--- src/rtl/rtcx_pkg.sv ---
`timescale 1ns/1ps
package rtcx_pkg;
  localparam int IX_SEC    = 0;
  localparam int IX_SEC_AL = 1;
  localparam int IX_MIN    = 2;
  localparam int IX_MIN_AL = 3;
  localparam int IX_HR     = 4;
  localparam int IX_HR_AL  = 5;
  localparam int IX_DOW    = 6;
  localparam int IX_DOM    = 7;
  localparam int IX_MON    = 8;
  localparam int IX_YR     = 9;
  localparam int IX_CTLA   = 10;
  localparam int IX_CTLB   = 11;
  localparam int IX_EVT    = 12;
  localparam int IX_STD    = 13;
  localparam int NFIELD    = 10;
  localparam int NTIME     = 7;
  localparam int NALARM    = 3;

  // bit positions shared by control B and the event register
  localparam int B_HOLD = 7;
  localparam int B_PER  = 6;
  localparam int B_ALM  = 5;
  localparam int B_UPD  = 4;
  localparam int A_BUSY = 7;

  // counter slot of a field location, -1 for alarm locations
  function automatic int time_slot(input int loc);
    case (loc)
      IX_SEC: return 0;
      IX_MIN: return 1;
      IX_HR:  return 2;
      IX_DOW: return 3;
      IX_DOM: return 4;
      IX_MON: return 5;
      IX_YR:  return 6;
      default: return -1;
    endcase
  endfunction

  function automatic int alarm_slot(input int loc);
    case (loc)
      IX_SEC_AL: return 0;
      IX_MIN_AL: return 1;
      IX_HR_AL:  return 2;
      default:   return -1;
    endcase
  endfunction
endpackage

--- src/rtl/rtcx_ctrl_regs.sv ---
`timescale 1ns/1ps
module rtcx_ctrl_regs
  import rtcx_pkg::*;
#(
  parameter logic [7:0] RST_A = 8'h26,
  parameter logic [7:0] RST_B = 8'h02,
  parameter logic [7:0] RST_D = 8'h80
) (
  input  logic       clk,
  input  logic       rst_n,
  input  logic       wr_a,
  input  logic       wr_b,
  input  logic       rd_evt,
  input  logic [7:0] wdata,
  input  logic       uip_set,
  input  logic       uip_clr,
  input  logic       flag_per,
  input  logic       flag_alm,
  input  logic       flag_upd,
  output logic [7:0] reg_a,
  output logic [7:0] reg_b,
  output logic [7:0] reg_evt,
  output logic [7:0] reg_d,
  output logic       set_exit,
  output logic       irq
);
  logic [2:0] hit;
  logic [7:0] new_flags;

  assign hit = {flag_per & reg_b[B_PER], flag_alm & reg_b[B_ALM], flag_upd & reg_b[B_UPD]};
  assign new_flags = {(|hit), hit, 4'b0000};
  assign set_exit = wr_b & ~wdata[B_HOLD] & reg_b[B_HOLD];
  assign reg_d = RST_D;
  assign irq = reg_evt[7];

  always_ff @(posedge clk) begin
    if (!rst_n) begin
      reg_a <= RST_A;
    end else begin
      if (wr_a) reg_a[6:0] <= wdata[6:0];
      if (wr_b && wdata[B_HOLD]) reg_a[A_BUSY] <= 1'b0;
      else if (uip_clr) reg_a[A_BUSY] <= 1'b0;
      else if (uip_set && !reg_b[B_HOLD]) reg_a[A_BUSY] <= 1'b1;
    end
  end

  always_ff @(posedge clk) begin
    if (!rst_n) begin
      reg_b <= RST_B;
    end else if (wr_b) begin
      reg_b <= wdata[B_HOLD] ? (wdata & ~(8'h01 << B_UPD)) : wdata;
    end
  end

  always_ff @(posedge clk) begin
    if (!rst_n) reg_evt <= 8'h00;
    else reg_evt <= (rd_evt ? 8'h00 : reg_evt) | new_flags;
  end

  p_busy_keep_r3: assert property (@(posedge clk) disable iff (!rst_n)
    (wr_a && !wr_b && !uip_set && !uip_clr) |=> (reg_a[A_BUSY] == $past(reg_a[A_BUSY])));
  p_hold_mask_r4: assert property (@(posedge clk) disable iff (!rst_n)
    (wr_b && wdata[B_HOLD]) |=> (!reg_b[B_UPD] && !reg_a[A_BUSY]));
  p_evt_clear_r7: assert property (@(posedge clk) disable iff (!rst_n)
    (rd_evt && !flag_per && !flag_alm && !flag_upd) |=> (reg_evt == 8'h00 && !irq));
  p_flag_keep_r10: assert property (@(posedge clk) disable iff (!rst_n)
    (rd_evt && flag_upd && reg_b[B_UPD]) |=> (irq && reg_evt[B_UPD]));
  p_busy_hold_r12: assert property (@(posedge clk) disable iff (!rst_n)
    (uip_set && reg_b[B_HOLD] && !reg_a[A_BUSY]) |=> !reg_a[A_BUSY]);
endmodule

--- src/rtl/rtcx_time_bank.sv ---
`timescale 1ns/1ps
module rtcx_time_bank
  import rtcx_pkg::*;
#(
  parameter int IDX_W = 7,
  parameter int DW    = 8
) (
  input  logic                clk,
  input  logic                rst_n,
  input  logic                host_wr,
  input  logic [IDX_W-1:0]    host_idx,
  input  logic [DW-1:0]       host_data,
  input  logic                hold,
  input  logic                set_exit,
  input  logic                cal_wr,
  input  logic [NTIME*DW-1:0] cal_data,
  output logic [DW-1:0]       rd_byte,
  output logic [NTIME*DW-1:0] time_out,
  output logic [NALARM*DW-1:0] alarm_out,
  output logic                time_load
);
  logic [DW-1:0] field [NFIELD];
  logic          is_time;

  for (genvar g = 0; g < NFIELD; g++) begin : g_field
    localparam int TS = time_slot(g);
    localparam int AS = alarm_slot(g);
    logic sel;
    assign sel = host_wr && (host_idx == IDX_W'(g));
    if (TS >= 0) begin : g_time
      always_ff @(posedge clk) begin
        if (!rst_n) field[g] <= '0;
        else if (sel) field[g] <= host_data;
        else if (cal_wr && !hold) field[g] <= cal_data[TS*DW +: DW];
      end
      assign time_out[TS*DW +: DW] = field[g];
    end else begin : g_alarm
      always_ff @(posedge clk) begin
        if (!rst_n) field[g] <= '0;
        else if (sel) field[g] <= host_data;
      end
      assign alarm_out[AS*DW +: DW] = field[g];
    end
  end

  always_comb begin
    rd_byte = '0;
    is_time = 1'b0;
    for (int i = 0; i < NFIELD; i++) begin
      if (host_idx == IDX_W'(i)) begin
        rd_byte = field[i];
        is_time = (time_slot(i) >= 0);
      end
    end
  end

  always_ff @(posedge clk) begin
    if (!rst_n) time_load <= 1'b0;
    else time_load <= (host_wr && is_time && !hold) || set_exit;
  end

  p_quiet_load_r5: assert property (@(posedge clk) disable iff (!rst_n)
    (host_wr && hold && !set_exit) |=> !time_load);
  p_cal_block_r11: assert property (@(posedge clk) disable iff (!rst_n)
    (cal_wr && hold && !host_wr) |=> $stable(time_out));
endmodule

--- src/rtl/rtcx_nvram.sv ---
`timescale 1ns/1ps
module rtcx_nvram #(
  parameter int IDX_W = 7,
  parameter int DW    = 8
) (
  input  logic             clk,
  input  logic             wr,
  input  logic [IDX_W-1:0] idx,
  input  logic [DW-1:0]    wdata,
  output logic [DW-1:0]    rd_byte
);
  localparam int DEPTH = 1 << IDX_W;
  logic [DW-1:0] mem [DEPTH];

  always_ff @(posedge clk) begin
    if (wr) mem[idx] <= wdata;
  end

  assign rd_byte = mem[idx];
endmodule

--- src/rtl/rtcx_regport.sv ---
`timescale 1ns/1ps
module rtcx_regport
  import rtcx_pkg::*;
#(
  parameter int         IDX_W = 7,
  parameter int         DW    = 8,
  parameter logic [7:0] RST_A = 8'h26,
  parameter logic [7:0] RST_B = 8'h02,
  parameter logic [7:0] RST_D = 8'h80
) (
  input  logic                  clk,
  input  logic                  rst_n,
  input  logic                  acc_en,
  input  logic                  acc_we,
  input  logic                  acc_odd,
  input  logic [DW-1:0]         acc_wdata,
  output logic [DW-1:0]         acc_rdata,
  output logic                  acc_rvalid,
  input  logic                  uip_set,
  input  logic                  uip_clr,
  input  logic                  flag_periodic,
  input  logic                  flag_alarm,
  input  logic                  flag_update,
  input  logic                  cal_wr,
  input  logic [NTIME*DW-1:0]   cal_data,
  output logic [NTIME*DW-1:0]   time_out,
  output logic [NALARM*DW-1:0]  alarm_out,
  output logic                  time_load,
  output logic [7:0]            ctl_a,
  output logic [7:0]            ctl_b,
  output logic                  irq
);
  localparam logic [IDX_W-1:0] L_A   = IDX_W'(IX_CTLA);
  localparam logic [IDX_W-1:0] L_B   = IDX_W'(IX_CTLB);
  localparam logic [IDX_W-1:0] L_EVT = IDX_W'(IX_EVT);
  localparam logic [IDX_W-1:0] L_D   = IDX_W'(IX_STD);
  localparam logic [IDX_W-1:0] L_NV  = IDX_W'(IX_STD + 1);

  logic [IDX_W-1:0] idx;
  logic acc_wr, acc_rd, odd_wr;
  logic wr_a, wr_b, rd_evt, fld_wr, nv_wr;
  logic [7:0] reg_a, reg_b, reg_evt, reg_d;
  logic set_exit;
  logic [DW-1:0] fld_byte, nv_byte, rd_sel;

  assign acc_wr = acc_en & acc_we;
  assign acc_rd = acc_en & ~acc_we;
  assign odd_wr = acc_wr & acc_odd;
  assign wr_a   = odd_wr && (idx == L_A);
  assign wr_b   = odd_wr && (idx == L_B);
  assign fld_wr = odd_wr && (idx < L_A);
  assign nv_wr  = odd_wr && (idx >= L_NV);
  assign rd_evt = acc_rd && acc_odd && (idx == L_EVT);

  always_ff @(posedge clk) begin
    if (!rst_n) idx <= '0;
    else if (acc_wr && !acc_odd) idx <= acc_wdata[IDX_W-1:0];
  end

  rtcx_ctrl_regs #(.RST_A(RST_A), .RST_B(RST_B), .RST_D(RST_D)) u_ctrl (
    .clk(clk), .rst_n(rst_n), .wr_a(wr_a), .wr_b(wr_b), .rd_evt(rd_evt),
    .wdata(acc_wdata[7:0]), .uip_set(uip_set), .uip_clr(uip_clr),
    .flag_per(flag_periodic), .flag_alm(flag_alarm), .flag_upd(flag_update),
    .reg_a(reg_a), .reg_b(reg_b), .reg_evt(reg_evt), .reg_d(reg_d),
    .set_exit(set_exit), .irq(irq)
  );

  rtcx_time_bank #(.IDX_W(IDX_W), .DW(DW)) u_bank (
    .clk(clk), .rst_n(rst_n), .host_wr(fld_wr), .host_idx(idx),
    .host_data(acc_wdata), .hold(reg_b[B_HOLD]), .set_exit(set_exit),
    .cal_wr(cal_wr), .cal_data(cal_data), .rd_byte(fld_byte),
    .time_out(time_out), .alarm_out(alarm_out), .time_load(time_load)
  );

  rtcx_nvram #(.IDX_W(IDX_W), .DW(DW)) u_nv (
    .clk(clk), .wr(nv_wr), .idx(idx), .wdata(acc_wdata), .rd_byte(nv_byte)
  );

  always_comb begin
    if (!acc_odd) rd_sel = '1;
    else if (idx < L_A) rd_sel = fld_byte;
    else if (idx == L_A) rd_sel = DW'(reg_a);
    else if (idx == L_B) rd_sel = DW'(reg_b);
    else if (idx == L_EVT) rd_sel = DW'(reg_evt);
    else if (idx == L_D) rd_sel = DW'(reg_d);
    else rd_sel = nv_byte;
  end

  always_ff @(posedge clk) begin
    if (!rst_n) begin
      acc_rdata  <= '0;
      acc_rvalid <= 1'b0;
    end else begin
      acc_rvalid <= acc_rd;
      if (acc_rd) acc_rdata <= rd_sel;
    end
  end

  assign ctl_a = reg_a;
  assign ctl_b = reg_b;

  p_even_ff_r1: assert property (@(posedge clk) disable iff (!rst_n)
    (acc_rd && !acc_odd) |=> (acc_rdata == '1 && acc_rvalid));
  p_evt_locked_r6: assert property (@(posedge clk) disable iff (!rst_n)
    (odd_wr && idx == L_EVT && !flag_periodic && !flag_alarm && !flag_update) |=> $stable(irq));
  p_irq_stays_r9: assert property (@(posedge clk) disable iff (!rst_n)
    (irq && !rd_evt) |=> irq);
endmodule

--- config.mk ---
export PLATFORM = sky130hd
export DESIGN_NAME = rtcx_regport
export DESIGN_NICKNAME = d
export VERILOG_FILES = /design/src/rtl/rtcx_pkg.sv /design/src/rtl/rtcx_ctrl_regs.sv /design/src/rtl/rtcx_time_bank.sv /design/src/rtl/rtcx_nvram.sv /design/src/rtl/rtcx_regport.sv
export SDC_FILE = /design/constraint.sdc
export NUM_CORES = 1
export LEC_CHECK = 0
export BUFFER_PORTS_ARGS = -buffer_cell sky130_fd_sc_hd__clkbuf_2
export CAP_MARGIN = 10
export CORE_UTILIZATION = 51
export DETAILED_ROUTE_END_ITERATION = 12
export MAX_ROUTING_LAYER = met4
export PLACE_DENSITY = 0.65
export SYNTH_ARGS = -nofsm -noshare
export SYNTH_HDL_FRONTEND = slang
export SYNTH_SLANG_ARGS = --single-unit
--- constraint.sdc ---
create_clock -name clk -period 3.5 [get_ports clk]
set_clock_uncertainty 0.15 [all_clocks]
set_input_delay 0.175 -clock clk [delete_from_list [all_inputs] [get_ports clk]]
set_output_delay 0.175 -clock clk [all_outputs]
set_load 0.05 [all_outputs]
# Word level (Yosys, flattened, before mapping)
# Memories as Yosys holds them, arrays and structs flattened. A register that Yosys moved wholly into a read port is not among the register bits.
# Index checks and enable logic that the tools add are counted.
dict set report word_totals {
  ram_bits 1104
  wordCells 204
  in_bits 75
  output_inout_bits 107
  mem_count 2
  regBits 41
}
# name words word_bits read_ports rd_ports_with_merged_regs wr line
set memory_table {}
lappend memory_table {u_nv.mem 128 8 1 1 1 rtcx_nvram.sv:13} ;# logic [DW-1:0] mem [DEPTH];
lappend memory_table {u_bank.field 10 8 10 0 10 rtcx_time_bank.sv:22} ;# logic [DW-1:0] field [NFIELD];
dict set report op_classes {
  muxes 112
  reduce_logical 28
  n_eq_ne 13
  order_cmp 12
  n_bitwise 29
}
# operator count
set ops {}
lappend ops {{$ge 32x1->1 const B} 10}
lappend ops {{$mux 32} 10}
lappend ops {{$mux 8} 35}
lappend ops {{$mux 1} 65}
lappend ops {{$eq 7x4->1 const B} 6}
lappend ops {{$eq 7x3->1 const B} 4}
lappend ops {{$logic_and 1x1->1} 22}
lappend ops {{$or 1x1->1} 17}
lappend ops {{$eq 7x2->1 const B} 2}
lappend ops {{$mux 7} 2}
lappend ops {{$and 1x1->1} 8}
lappend ops {{$or 8x8->8} 1}
lappend ops {{$eq 7x1->1 const B} 1}
lappend ops {{$ge 7x4->1 const B} 1}
lappend ops {{$logic_not 7->1} 1}
lappend ops {{$lt 7x4->1 const B} 1}
lappend ops {{$reduce_or 3->1} 2}
lappend ops {{$not 1->1} 3}
lappend ops {{$logic_not 1->1} 2}
lappend ops {{$logic_or 1x1->1} 1}

# Longest topological paths before layout
dict set report depth {
  ltp_word 16
  mapped_depth 12
  depth_no_buf 7
}

# Cells and area by module
# From an unflattened synthesis, not the netlist that was laid out.
dict set report unflattened {
  hier_cells 3029
  hier_area_um2 46500.8
}
# module instances cells_each seq_area_each_um2 area_per_inst_um2
set by_module_without_submodules {}
lappend by_module_without_submodules {rtcx_nvram 1 2467 30749.5 40273.6}
lappend by_module_without_submodules {rtcx_time_bank 1 330 2422.3 4199.0}
lappend by_module_without_submodules {rtcx_regport 1 146 320.3 1182.4}
lappend by_module_without_submodules {rtcx_ctrl_regs 1 86 400.4 845.8}

# Worst setup path before layout
# Ideal clock, no wire load.
dict set report synth_path {
  path_kind {register to register}
  from {register idx[0]}
  to {memory u_nv.mem[95][0], enable pin}
  t_required_ps 2980
  arrival_ps 2303
  path_buffers 3
  path_slack_ps 676
  path_stages_with_launch 8
  setup_time_ps 370
  path_cell_list {dfxtp_1 -> buf_1 -> inv_1 -> clkbuf_1 -> a211oi_1 -> nand3_1 -> clkbuf_1 -> nor2_1}
}
dict set report synth_between {
  elab_chain_len 4
}
# item line
set synth_rtl {}
lappend synth_rtl {{start, declared} rtcx_regport.sv:39} ;# logic [IDX_W-1:0] idx;
lappend synth_rtl {{start signal, assigned} rtcx_regport.sv:57} ;# else if (acc_wr && !acc_odd) idx <= acc_wdata[IDX_W-1:0];
lappend synth_rtl {{$ge 7x4->1} rtcx_regport.sv:52} ;# assign nv_wr = odd_wr && (idx >= L_NV);
lappend synth_rtl {{$logic_and 1x1->1} rtcx_regport.sv:52}
lappend synth_rtl {{$mux 1} rtcx_nvram.sv:16} ;# if (wr) mem[idx] <= wdata;
lappend synth_rtl {{$mux 1 (not written as such)} rtcx_nvram.sv:16}
lappend synth_rtl {{end, declared} rtcx_nvram.sv:13}
# Several ways; a longest one is shown, not always the timed one.

==> impl_metrics.ini <==
[run_status]
status = finished, violations left
violations = DRC

[grt]
grt_pass1_vias = 26300
grt_util_all_layers = 0.296
grt_max_degree = 93
grt_pass1_wl_microns = 185000
antenna_found_initial = 3
grt_overflow = 0

[placement]
numPortBuffers = 181
detailed_place_hpwl_microns = 85600
place_congestion = 0.998
place_ws_ns = -0.119

[floorplan]
dieHeight_microns = 301
die_width_microns = 301
start_util = 0.516
std_cell_rows = 109
dieArea_sq_mm = 0.0909
fp.coreArea_sq_mm = 0.0886
io_pins = 182

[synthesis]
synthArstFlopShare = 0
yosysUniqueCellTypes = 59
netlist_instances = 2446
synth_common_cells = 1,104 x edfxtp_1, 254 x mux4_2, 182 x nor2_1
synth.yosys.seq_area_share = 0.744
synth.most_common_cell = edfxtp_1
synth_area_sq_mm = 0.0457
ys.warnings.count = 0
avgSynthCellArea_sq_um = 18.7
ys.flop_type = edfxtp_1
synth.area.top_cells = edfxtp_1 73%, mux4_2 13%, dfxtp_1 1.9%, mux2i_1 1.6%, nor2_1 1.5%
ys_seq_elements = 1148
yosysTopAreaCellShare = 0.725
synth_edf_count = 1104
synth_area_leader_cell = edfxtp_1

[run]
maxCapViolations = 0

[timing]
slew_headroom = 0.227
slew_viol_final = 0
finalCritPeriodShare = 0.987
final_hold_viol_count = 0
setup_ws_ns = 0.0455
fin_crit_ns = 3.45
max_slew.worst_pin.slew_ns = 1.16
max_freq_mhz = 289
rsz0062_at_grt = false
finalSetupViolCount = 0

[setup_path]
end_kind = flip-flop
cp.required_ns = 3.94
cp.depth = 10
arrival_ns = 3.90
cp_num_buf_inv = 4
cp_slowest_stage_delay_ns = 0.55
reg2reg_depth = 10
cp_common_cell = buf_12
worstSetupPathType = reg2reg
path_cells = buf_12, buf_12, buf_12, mux2i_1, a22oi_1, a31oi_1, a31oi_1, a2111oi_2, buf_4, o41ai_1
startpoint_type = flip-flop
crit_slowest_cell = a31oi_1
path_delay_family = compound AO/OA/AOI/OAI gates
critPathMaxFanout = 36

[power]
power_density_mw_per_mm2 = 539
switching_share = 0.218
intPower_uw = 23000
combPwrFrac = 0.060
p_leak_uw = 0.0180
p_clk_frac = 0.418
pwr-share-seq = 0.523
p_total_uw = 29400
p_switching_uw = 6410
vdd_drop_max_uv = 506

[clock_network]
cts_root_buf = clkbuf_16
htreeDepth = 3
clk_pin_slew_ns = 0.06
clk_path_buf_depth = 3
cts_made_buffers = 112
insertion_delay_ns = 0.69
clock-sinks = 1148
cts_tree = built

[detailed_routing]
wl_per_cell_microns = 30.2
drt_first_pass_iters = 10
wirelength_microns = 130000
drc_errors = 7
via_per_inst = 6.23
first_iter_violations = 3502
vias = 26800
ant_nets = 0

[final_layout]
multiInputGateArea_sq_mm = 0.0114
layout-drive-gt1-share = 0.282
layout-area-overhead-vs-synth_pct = 19.2
final_nets = 3104
regArea_sq_mm = 0.0340
fill_cells = 6388

[min_path]
holdCritPathClass = in2reg
hold_depth = 1
-- routing by layer --
metal	global-route usage	wire [microns]	up-vias
met5	-	0	-
met2	0.454	62600	1496
li1	-	-	11100
met3	0.0540	10800	312
met4	0.106	5390	0
met1	0.400	50800	13900
-- metrics by stage --
step                setup TNS, ns  area (sq um)  hold slack [ns]  utilization  cells
floorplan                       0         46100            0.108            -   2557
global placement           -0.126         49900            0.213        0.563   4001
detailed placement         -0.166         49900            0.221        0.563   4001
CTS                             0         54400           0.0124        0.614   4286
global route                    0         54500           0.0436        0.615   4296
finish                          0         54500           0.0152        0.615   4296
-- logic make-up (layout without fill, tap and decap cells) --
group                  after synthesis  in the layout  share of synthesized area
muxes                              341            341                      0.145
other                                1            116                  0.0000820
AOI/OAI and AO/OA                  298            298                     0.0441
DFF                               1148           1148                      0.744
and+or+nand+nor                    510            510                     0.0511
buffers and inverters              148            718                     0.0159
-- worst reg2reg max path, delay by kind of cell (launching register included) --
kind            cells  cell delay, ns
compound gates      5            1.62
buf+inv             4            0.96
flops               1            0.54
mux                 1            0.11
-- final cells by class --
cell class / count / share of cell area
diodes: 4 / 0.000184
clock buffers: 134 / 0.0550
clock inverters: 78 / 0.0138
inverters: 7 / 0.000482
multi-input cells: 1261 / 0.210
flip-flops and latches: 1148 / 0.624
well taps: 1165 / 0.0267
repair buffers: 499 / 0.0697
-- final timing paths --
kind	startpoint	endpoint	slack, ns
setup / recovery	flip-flop	acc_rdata[0]	0.05
hold / removal	acc_wdata[4]	u_nv.mem[111][4]	0.02
setup reg to reg	flip-flop	acc_rdata[0]	0.05
hold reg to reg	u_ctrl.reg_b[2]	u_ctrl.reg_b[2]	0.34
-- power by group through the flow --
stage / Combinational, uW / Clock, uW / Sequential, uW
2_1_floorplan: 670 / 0 / 15800
3_3_place_gp: 1630 / 0 / 15600
3_5_place_dp: 1650 / 0 / 15600
4_1_cts: 1720 / 12400 / 15400
5_1_grt: 1830 / 12900 / 15400
6_report: 1760 / 12300 / 15400
-- cells in the final DEF, fill, tap and decap left out, types with 38 or more instances in the layout --
master | netlist | routed
mux4_2 | 254 | 254
nand3_1 | 68 | 66
nor2_1 | 182 | 182
buf_4 | 18 | 226
edfxtp_1 | 1104 | 1104
clkbuf_16 | 0 | 116
a21oi_1 | 67 | 67
a22o_1 | 43 | 43
nand2_1 | 124 | 124
mux2i_1 | 74 | 73
clkbuf_2 | 0 | 173
dfxtp_1 | 44 | 38
dlygate4sd3_1 | 0 | 73
o21ai_0 | 59 | 59
conb_1 | 1 | 112
-- flip-flops by register name, indices dropped and copies added (netlist names), named ones only --
signal            cells
u_ctrl.reg_evt        4
acc_rvalid            1
u_ctrl.reg_b          8
u_bank.field         80
u_ctrl.reg_a          8
idx                   7
u_bank.time_load      1
acc_rdata             8
u_nv.mem           1024
-- timing repair --
action	CTS	global route
hold buffers	73	0
pin swaps	0	1
endpoints found under the setup margin	2	5
resized for setup	3	8
buffers inserted	0	5
endpoints found under the hold margin	254	0
(Power assumes the default switching activity.)
